### config.mk
export PLATFORM = sky130hd
export DESIGN_NAME = dsi_htiming_calc
export DESIGN_NICKNAME = d
export VERILOG_FILES = /design/src/rtl/htc_pkg.sv /design/src/rtl/htc_ctrl.sv /design/src/rtl/htc_datapath.sv /design/src/rtl/dsi_htiming_calc.sv
export SDC_FILE = /design/constraint.sdc
export NUM_CORES = 2
export LEC_CHECK = 0
export ABC_AREA = 1
export BUFFER_PORTS_ARGS = -buffer_cell sky130_fd_sc_hd__clkbuf_2
export CAP_MARGIN = 20
export CORE_AREA = 2 2 270 272
export DETAILED_ROUTE_END_ITERATION = 16
export DIE_AREA = 0 0 272 274
export MAX_ROUTING_LAYER = met4
export PLACE_DENSITY = 0.73
export SKIP_CTS_REPAIR_TIMING = 1
export SYNTH_ARGS = -nofsm -noshare
export SYNTH_HDL_FRONTEND = slang
export SYNTH_SLANG_ARGS = --single-unit
### constraint.sdc
create_clock -name clk -period 19.8 [get_ports clk]
set_clock_uncertainty 0.15 [all_clocks]
set_input_delay 3.96 -clock clk [delete_from_list [all_inputs] [get_ports clk]]
set_output_delay 3.96 -clock clk [all_outputs]
set_load 0.005 [all_outputs]
### src/rtl/htc_pkg.sv
package htc_pkg;
  // Strobes from the sequencer to the datapath
  typedef struct packed {
    logic capture;     // latch inputs
    logic calcBytes;   // pixel-to-byte conversion and legality
    logic calcTotals;  // totals, corrections, commit to outputs
  } htcStrobes_t;

  typedef enum logic [1:0] {
    ST_IDLE  = 2'd0,
    ST_BYTES = 2'd1,
    ST_TOTAL = 2'd2
  } htcState_e;
endpackage

### src/rtl/htc_ctrl.sv
module htc_ctrl
  import htc_pkg::*;
(
  input  logic        clk,
  input  logic        rstN,
  input  logic        start,
  output htcStrobes_t strb,
  output logic        busy,
  output logic        done
);
  htcState_e state;

  always_comb begin
    strb.capture    = (state == ST_IDLE) && start;
    strb.calcBytes  = (state == ST_BYTES);
    strb.calcTotals = (state == ST_TOTAL);
    busy            = (state != ST_IDLE);
  end

  always_ff @(posedge clk or negedge rstN) begin
    if (!rstN) begin
      state <= ST_IDLE;
      done  <= 1'b0;
    end else begin
      done <= strb.calcTotals;
      unique case (state)
        ST_IDLE:  if (start) state <= ST_BYTES;
        ST_BYTES: state <= ST_TOTAL;
        ST_TOTAL: state <= ST_IDLE;
        default:  state <= ST_IDLE;
      endcase
    end
  end
endmodule

### src/rtl/htc_datapath.sv
module htc_datapath
  import htc_pkg::*;
#(
  parameter int PIX_W  = 16,
  parameter int BPP_W  = 6,
  parameter int LANE_W = 3,
  parameter int OUT_W  = PIX_W + 4
) (
  input  logic              clk,
  input  logic              rstN,
  input  htcStrobes_t       strb,
  input  logic [PIX_W-1:0]  syncPix,
  input  logic [PIX_W-1:0]  backPix,
  input  logic [PIX_W-1:0]  activePix,
  input  logic [PIX_W-1:0]  frontPix,
  input  logic [BPP_W-1:0]  bpp,
  input  logic [LANE_W-1:0] lanes,
  output logic              cfgErr,
  output logic [OUT_W-1:0]  syncPayload,
  output logic [OUT_W-1:0]  backPayload,
  output logic [OUT_W-1:0]  activePayload,
  output logic [OUT_W-1:0]  frontPayload,
  output logic [OUT_W-1:0]  lineLen,
  output logic [OUT_W-1:0]  blankPayload,
  output logic [OUT_W-1:0]  idleLen
);
  localparam int NCH    = 4;            // sync, back, active, front
  localparam int SUM_W  = PIX_W + 2;
  localparam int PROD_W = SUM_W + BPP_W;
  localparam int CH_SYNC = 0, CH_BACK = 1, CH_ACT = 2, CH_FRONT = 3;

  logic [PIX_W-1:0]  capPix [NCH];
  logic [BPP_W-1:0]  capBpp;
  logic [LANE_W-1:0] capLanes;
  logic [OUT_W-1:0]  byteNow [NCH];
  logic [OUT_W-1:0]  byteReg [NCH];
  logic [PROD_W-1:0] chanProd [NCH];
  logic [OUT_W-1:0]  lineBytes;
  logic              errReg;

  function automatic logic [OUT_W-1:0] ceilDiv(input logic [OUT_W-1:0] x,
                                               input logic [LANE_W-1:0] n);
    logic [OUT_W:0] xe;
    xe = {1'b0, x};
    if (n == LANE_W'(1))      ceilDiv = x;
    else if (n == LANE_W'(2)) ceilDiv = OUT_W'((xe + (OUT_W+1)'(1)) >> 1);
    else if (n == LANE_W'(3)) ceilDiv = OUT_W'((xe + (OUT_W+1)'(2)) / (OUT_W+1)'(3));
    else if (n == LANE_W'(4)) ceilDiv = OUT_W'((xe + (OUT_W+1)'(3)) >> 2);
    else                      ceilDiv = '0;
  endfunction

  // Per-channel pixel-to-byte converters
  for (genvar i = 0; i < NCH; i++) begin : g_chan
    assign chanProd[i] = PROD_W'(capPix[i]) * PROD_W'(capBpp);
    assign byteNow[i]  = OUT_W'(chanProd[i] >> 3);
  end

  logic [SUM_W-1:0]  pixSum;
  logic [PROD_W-1:0] lineProd;
  logic              bppBad, lanesBad, misAlign, tooShort, rgbShort;

  always_comb begin
    pixSum   = SUM_W'(capPix[CH_SYNC]) + SUM_W'(capPix[CH_BACK])
             + SUM_W'(capPix[CH_ACT])  + SUM_W'(capPix[CH_FRONT]);
    lineProd = PROD_W'(pixSum) * PROD_W'(capBpp);
    bppBad   = !((capBpp == BPP_W'(16)) || (capBpp == BPP_W'(18)) ||
                 (capBpp == BPP_W'(24)) || (capBpp == BPP_W'(30)));
    lanesBad = (capLanes == '0) || (capLanes > LANE_W'(4));
    misAlign = (chanProd[CH_ACT][4:0] != 5'd0);
    tooShort = (byteNow[CH_SYNC] < OUT_W'(14)) || (byteNow[CH_BACK] < OUT_W'(12)) ||
               (byteNow[CH_FRONT] < OUT_W'(6));
    rgbShort = (capBpp == BPP_W'(24)) &&
               ((capPix[CH_SYNC] < PIX_W'(5)) || (capPix[CH_BACK] < PIX_W'(5)) ||
                (capPix[CH_FRONT] < PIX_W'(10)));
  end

  logic [OUT_W-1:0] lineLenNow, syncCeil;
  always_comb begin
    lineLenNow = ceilDiv(lineBytes, capLanes);
    syncCeil   = ceilDiv(byteReg[CH_SYNC], capLanes);
  end

  always_ff @(posedge clk or negedge rstN) begin
    if (!rstN) begin
      for (int i = 0; i < NCH; i++) begin
        capPix[i]  <= '0;
        byteReg[i] <= '0;
      end
      capBpp        <= '0;
      capLanes      <= '0;
      lineBytes     <= '0;
      errReg        <= 1'b0;
      cfgErr        <= 1'b0;
      syncPayload   <= '0;
      backPayload   <= '0;
      activePayload <= '0;
      frontPayload  <= '0;
      lineLen       <= '0;
      blankPayload  <= '0;
      idleLen       <= '0;
    end else begin
      if (strb.capture) begin
        capPix[CH_SYNC]  <= syncPix;
        capPix[CH_BACK]  <= backPix;
        capPix[CH_ACT]   <= activePix;
        capPix[CH_FRONT] <= frontPix;
        capBpp           <= bpp;
        capLanes         <= lanes;
      end
      if (strb.calcBytes) begin
        for (int i = 0; i < NCH; i++) byteReg[i] <= byteNow[i];
        lineBytes <= OUT_W'(lineProd >> 3);
        errReg    <= bppBad || lanesBad || misAlign || tooShort || rgbShort;
      end
      if (strb.calcTotals) begin
        cfgErr <= errReg;
        if (errReg) begin
          syncPayload   <= '0;
          backPayload   <= '0;
          activePayload <= '0;
          frontPayload  <= '0;
          lineLen       <= '0;
          blankPayload  <= '0;
          idleLen       <= '0;
        end else begin
          syncPayload   <= byteReg[CH_SYNC]  - OUT_W'(14);
          backPayload   <= byteReg[CH_BACK]  - OUT_W'(12);
          activePayload <= byteReg[CH_ACT];
          frontPayload  <= byteReg[CH_FRONT] - OUT_W'(6);
          lineLen       <= lineLenNow;
          blankPayload  <= lineBytes - byteReg[CH_SYNC] - OUT_W'(6);
          idleLen       <= lineLenNow - syncCeil;
        end
      end
    end
  end
endmodule

### src/rtl/dsi_htiming_calc.sv
module dsi_htiming_calc
  import htc_pkg::*;
#(
  parameter int PIX_W  = 16,
  parameter int BPP_W  = 6,
  parameter int LANE_W = 3,
  parameter int OUT_W  = PIX_W + 4
) (
  input  logic              clk,
  input  logic              rstN,
  input  logic              start,
  input  logic [PIX_W-1:0]  syncPix,
  input  logic [PIX_W-1:0]  backPix,
  input  logic [PIX_W-1:0]  activePix,
  input  logic [PIX_W-1:0]  frontPix,
  input  logic [BPP_W-1:0]  bpp,
  input  logic [LANE_W-1:0] lanes,
  output logic              busy,
  output logic              done,
  output logic              cfgErr,
  output logic [OUT_W-1:0]  syncPayload,
  output logic [OUT_W-1:0]  backPayload,
  output logic [OUT_W-1:0]  activePayload,
  output logic [OUT_W-1:0]  frontPayload,
  output logic [OUT_W-1:0]  lineLen,
  output logic [OUT_W-1:0]  blankPayload,
  output logic [OUT_W-1:0]  idleLen
);
  htcStrobes_t strb;

  htc_ctrl u_ctrl (
    .clk(clk), .rstN(rstN), .start(start), .strb(strb), .busy(busy), .done(done)
  );

  htc_datapath #(.PIX_W(PIX_W), .BPP_W(BPP_W), .LANE_W(LANE_W), .OUT_W(OUT_W)) u_dp (
    .clk(clk), .rstN(rstN), .strb(strb),
    .syncPix(syncPix), .backPix(backPix), .activePix(activePix), .frontPix(frontPix),
    .bpp(bpp), .lanes(lanes), .cfgErr(cfgErr),
    .syncPayload(syncPayload), .backPayload(backPayload),
    .activePayload(activePayload), .frontPayload(frontPayload),
    .lineLen(lineLen), .blankPayload(blankPayload), .idleLen(idleLen)
  );
endmodule

After elaboration in Yosys (flattened, before gate mapping)
Index checks and enable logic that the tools add are counted. Widths: inputs -> output; s select.

Flip-flop bits (word level): 314. Input bits: 76. Word-level logic and storage cells: 98.

Add/subtract/negate cells: 15. $mul: 5. Div/mod/pow operators: 2. $lt $le $gt $ge: 7. Equality and inequality tests: 11. Mux-type cells: 17. Reductions and logical operators: 19.

Operators with widths (count): $mux 20 (12); $mul 16x6->22 (4); $mux 19 (3); $add 20x2->21 const B (2); $div 21x2->21 const B (2); $add 19x2->20 const B (2); $sub 19x4->20 const B (2); $lt 19x4->1 const B (2); $add 18x16->18 (2); $lt 16x3->1 const B (2); $eq 6x5->1 const B (4); $mul 18x6->23 (1); $add 20x1->21 const B (1); $add 19x1->20 const B (1); $sub 19x3->20 const B (1); $sub 20x19->20 (1); $sub 20x20->20 (1); $sub 20x3->20 const B (1); $lt 19x3->1 const B (1); $add 16x16->17 (1); $lt 16x4->1 const B (1); $logic_or 1x1->1 (12); $eq 3x2->1 const B (2); $reduce_bool 5->1 (1); 13 further kinds (14).

Longest topological paths before layout
Word-level depth: 9. Gate-level depth with buffers: 157. Gate-level depth less buffers: 154.

Hierarchy
From an unflattened synthesis, not the netlist that was laid out.

Cell total of the unflattened synthesis: 5197. Area total of the unflattened synthesis: 38670.8 um2.

Modules (own cells, without submodules): htc_datapath (instances 1, cells each 5185, area each 38559.5 um2, sequential area each 7757.4 um2); htc_ctrl (instances 1, cells each 12, area each 111.4 um2, sequential area each 75.1 um2).

Worst setup path before layout
Ideal clock, no wire load.

Path kind: flip-flop to flip-flop. From: register u_dp.byteReg[62] in the netlist's numbering. To: register u_dp.idleLen[18]. Setup time: 122 ps. Arrival: 14322 ps. Required time: 19528 ps. Path slack: 5206 ps. Cell stages (with the launch flop): 142. Path buffers: 6. Path through: dfrtp_1 -> ha_1 -> nand2_1 -> nor2_2 -> nand2_1 -> nor2_1 -> nand2_1 -> nand2_1 -> nand3_2 -> nand2_4 -> buf_8 -> nand3_1 -> nand2_1 -> nand2_1 -> nor2_2 -> nand2_1 -> nor2_4 -> nor2_2 -> [... 106 more ...] -> nand2_1 -> nand2_1 -> inv_1 -> o21ai_0 -> nand2_1 -> nand2_1 -> inv_1 -> nor2_1 -> o21bai_1 -> nand2_1 -> inv_1 -> nor2_1 -> nor2_1 -> nor2_1 -> nor2_1 -> o21ai_0 -> nand3_1 -> a32o_1.

Word-level cells in the longest chain between the ends: 7. Elaborated cells between the ends (all ways): 10. Classes of those cells: add/sub: 4; div: 1; mux: 5.

RTL lines: start: declaration (RTL line htc_datapath.sv:36) `logic [OUT_W-1:0] byteReg [NCH];`; start signal: indexed assignment (RTL line htc_datapath.sv:87) `byteReg[i] <= '0;`; $add 19x2->20 (on tied branches) (RTL line htc_datapath.sv:47, htc_datapath.sv:48); $div 21x2->21 or $mux 19 (tied branches) (RTL line htc_datapath.sv:47, htc_datapath.sv:48); $mux 20 (RTL line htc_datapath.sv:47) `else if (n == LANE_W'(3)) ceilDiv = OUT_W'((xe + (OUT_W+1)'(2)) / (OUT_W+1)'(3));`; $mux 20 (RTL line htc_datapath.sv:46) `else if (n == LANE_W'(2)) ceilDiv = OUT_W'((xe + (OUT_W+1)'(1)) >> 1);`; $mux 20 * (RTL line htc_datapath.sv:45) `if (n == LANE_W'(1)) ceilDiv = x;`; $sub 20x20->20 * (RTL line htc_datapath.sv:132) `idleLen <= lineLenNow - syncCeil;`; $mux 20 * (RTL line htc_datapath.sv:117) `if (errReg) begin`; end signal: assignment (RTL line htc_datapath.sv:132); end: declaration (RTL line htc_datapath.sv:25) `output logic [OUT_W-1:0] idleLen`.

Every way passes the cells marked *; elsewhere a longest branch is shown, timed or not. A chain may end at the register's enable or synchronous reset.

Worst setup path in the final report
From: register u_dp.byteReg[73] in the netlist's numbering. To: register u_dp.idleLen[18].

Same word-level chain as after synthesis.

==> impl_metrics.yaml <==
outcome:
  status: "finished clean"
timing:
  hold_ws_ns: 0.327
  timing.final.ws_setup_ns: 1.78
  setup-violations-final: 0
  post-route-min-period_ns: 18.02
  drv_slew: 0
  relSlewSlack_pct: 33.7
  worst_pin_slew_ns: 0.995
  timing.final.crit_share_pct: 91.0
  finalHoldViolCount: 0
  maxClockFrequency_mhz: 55.5
finish:
  final_nets: 6257
  final_area_mm2: 0.0422
  multi_input_area_mm2: 0.0266
  most-common-layout-cells: "1462 x nand2_1, 935 x inv_1, 409 x o21ai_0"
  final_common_cell: "nand2_1"
  fillCellCount: 6880
  register_area_mm2: 0.00784
  area_growth_pct: 7.98
  final_core_util_pct: 58.6
  drive_above_1_share_pct: 10.6
clock_tree:
  numClockSinks: 313
  clockBufferDepth: 3
  clk_root_buffer_cell: "clkbuf_16"
  cts_max_level: 2
  clkTransAtPathRegs_ns: 0.06
  cts_tree: "yes"
  numCtsBuffers: 39
  clock_latency_ns: 0.61
yosys:
  synth_seq_cells: 313
  ys_seq_area_share_pct: 20.0
  synth_cells: 5534
  ys_types: 75
  ys.flop_type: "dfrtp_1"
  synth_edf_count: 0
  ys_async_sr_fraction_pct: 100
  syn-num-nets: 6172
  yosys_warnings: 0
  syn_avg_cell_area_um2: 7.06
  syn_area_mm2: 0.0391
setup_path:
  regToRegSetupSlack_ns: 1.78
  endpoint_kind: "flop"
  cpPeakStageDelay_ns: 0.73
  critPathMaxFanout: 15
  cp.required_ns: 20.13
  cp_slowest_cell: "dfrtp_1"
  startpoint_type: "flop"
  cp.arrival_ns: 18.35
  cp_top_family: "simple AND/OR/NAND/NOR gates"
  path_class: "reg -> reg"
  path_buf_inv: 15
  path_common_cell: "nand2_1"
placement:
  dpl_worst_slack_ns: 1.17
  dpl.hpwl_mm: 98.1
  place_congestion: 1.06
  io_buffers: 217
  place_area_mm2: 0.0407
floorplanning:
  floorplan.initialDensity_pct: 54.3
  dieArea_mm2: 0.0745
  die_x_um: 272
  fp.coreArea_mm2: 0.0720
  ios: 219
  dieHeight_um: 274
  row_count: 99
detailed_routing:
  ant_nets: 0
  vias: 37400
  drt_first_pass_iters: 8
  wl_per_cell_um: 18.9
  avgViaCountPerCell: 5.66
  drc: 0
  drt-initial-drc-count: 4312
  drt-total-wl_mm: 125
global_route:
  grt_usage_pct: 34.4
  grt_pass1_wl_mm: 196
  grt_max_degree: 122
  grt_overflow_total: 0
  grt_pass1_vias: 34900
  antenna_found_initial: 2
hold_path:
  hold_path_class: "reg -> reg"
flow_run:
  cap_violations: 0
logic make-up after synthesis:
group | after synthesis | synth area share, %
adders and majority gates | 562 | 24.0
AOI/OAI and AO/OA | 850 | 12.6
other | 1 | 0.00960
buffers and inverters | 1208 | 12.1
and+or+nand+nor | 2424 | 27.3
xor gates and xnor gates | 176 | 3.95
DFF | 313 | 20.0
per-stage QoR:
stage	std cells	setup TNS, ns
finish	6609	0
global route	6609	-0.00249
CTS	6600	0
detailed placement	6529	0
global placement	6529	0
floorplan	5534	0
tightest hold or removal path, cell delays in order (launching register included):
cell     delay [ns]
dfrtp_1        0.34
nand2_1        0.06
nand2_1        0.05
layer usage:
metal / global-route usage [%] / part of all wire (%) / vias up
li1: - / - / 17600
met1: 50.5 / 46 / 17700
met2: 48.2 / 41 / 1817
met3: 7.02 / 11 / 264
met4: 8.56 / 2.7 / 0
met5: - / 0 / -
synth_stat cells, drive strengths merged (9+ instances only):
| cell | count | share of area (%) |
|---|---|---|
| nor4 | 25 | 0.40 |
| inv | 967 | 9.3 |
| o21bai | 49 | 0.94 |
| o311ai | 9 | 0.20 |
| xnor2 | 39 | 0.87 |
| clkinv | 22 | 0.21 |
| ha | 250 | 8.0 |
| fa | 312 | 16 |
| nand3 | 228 | 3.4 |
| clkbuf | 159 | 1.6 |
| o31ai | 25 | 0.48 |
| or2 | 13 | 0.21 |
| nor2 | 424 | 4.6 |
| buf | 57 | 0.91 |
| a31oi | 26 | 0.42 |
| nor3 | 47 | 0.63 |
| nand4 | 95 | 1.7 |
| xor2 | 137 | 3.1 |
| o21ai | 425 | 5.5 |
| nand2 | 1576 | 16 |
| o221ai | 9 | 0.20 |
| dfrtp | 313 | 20 |
| a21oi | 208 | 2.8 |
| a22o | 37 | 0.83 |
path summary, 6_finish.rpt:
| check | endpoint | depth (start not counted) | from |
|---|---|---|---|
| worst max-delay path | u_dp.idleLen[18] | 136 | u_dp.byteReg[73] |
| worst min-delay path | u_dp.activePayload[5] | 2 | u_dp.byteReg[25] |
| worst max register to register | u_dp.idleLen[18] | 136 | u_dp.byteReg[73] |
| worst min register to register | u_dp.activePayload[5] | 2 | u_dp.byteReg[25] |
| max in group asynchronous | u_dp.capBpp[1] | 2 | rstN |
| min in group asynchronous | u_dp.activePayload[18] | 1 | rstN |
registers in the layout (all words and copies together) (netlist names):
name,flops
u_dp.byteReg,76
u_dp.capPix,64
u_dp.backPayload,20
u_dp.blankPayload,20
u_dp.frontPayload,20
u_dp.idleLen,20
u_dp.lineBytes,20
u_dp.lineLen,20
u_dp.syncPayload,20
u_dp.activePayload,19
u_dp.capBpp,6
u_dp.capLanes,3
u_ctrl.state,2
u_ctrl.done,1
u_dp.cfgErr,1
u_dp.errReg,1
area by class of cell:
cell class,instances,area share [%]
clock buffer,49,2.47
inverter,989,8.81
multi-input combinational,4013,63.0
tap,959,2.84
sequential,313,18.6
timing repair buffer,263,3.43
clock inverter,22,0.813
antenna,1,0.00593
Power is left out: the tool's default activity adds up to more than one toggle a clock period on the data nets, which glitch-free logic cannot reach.
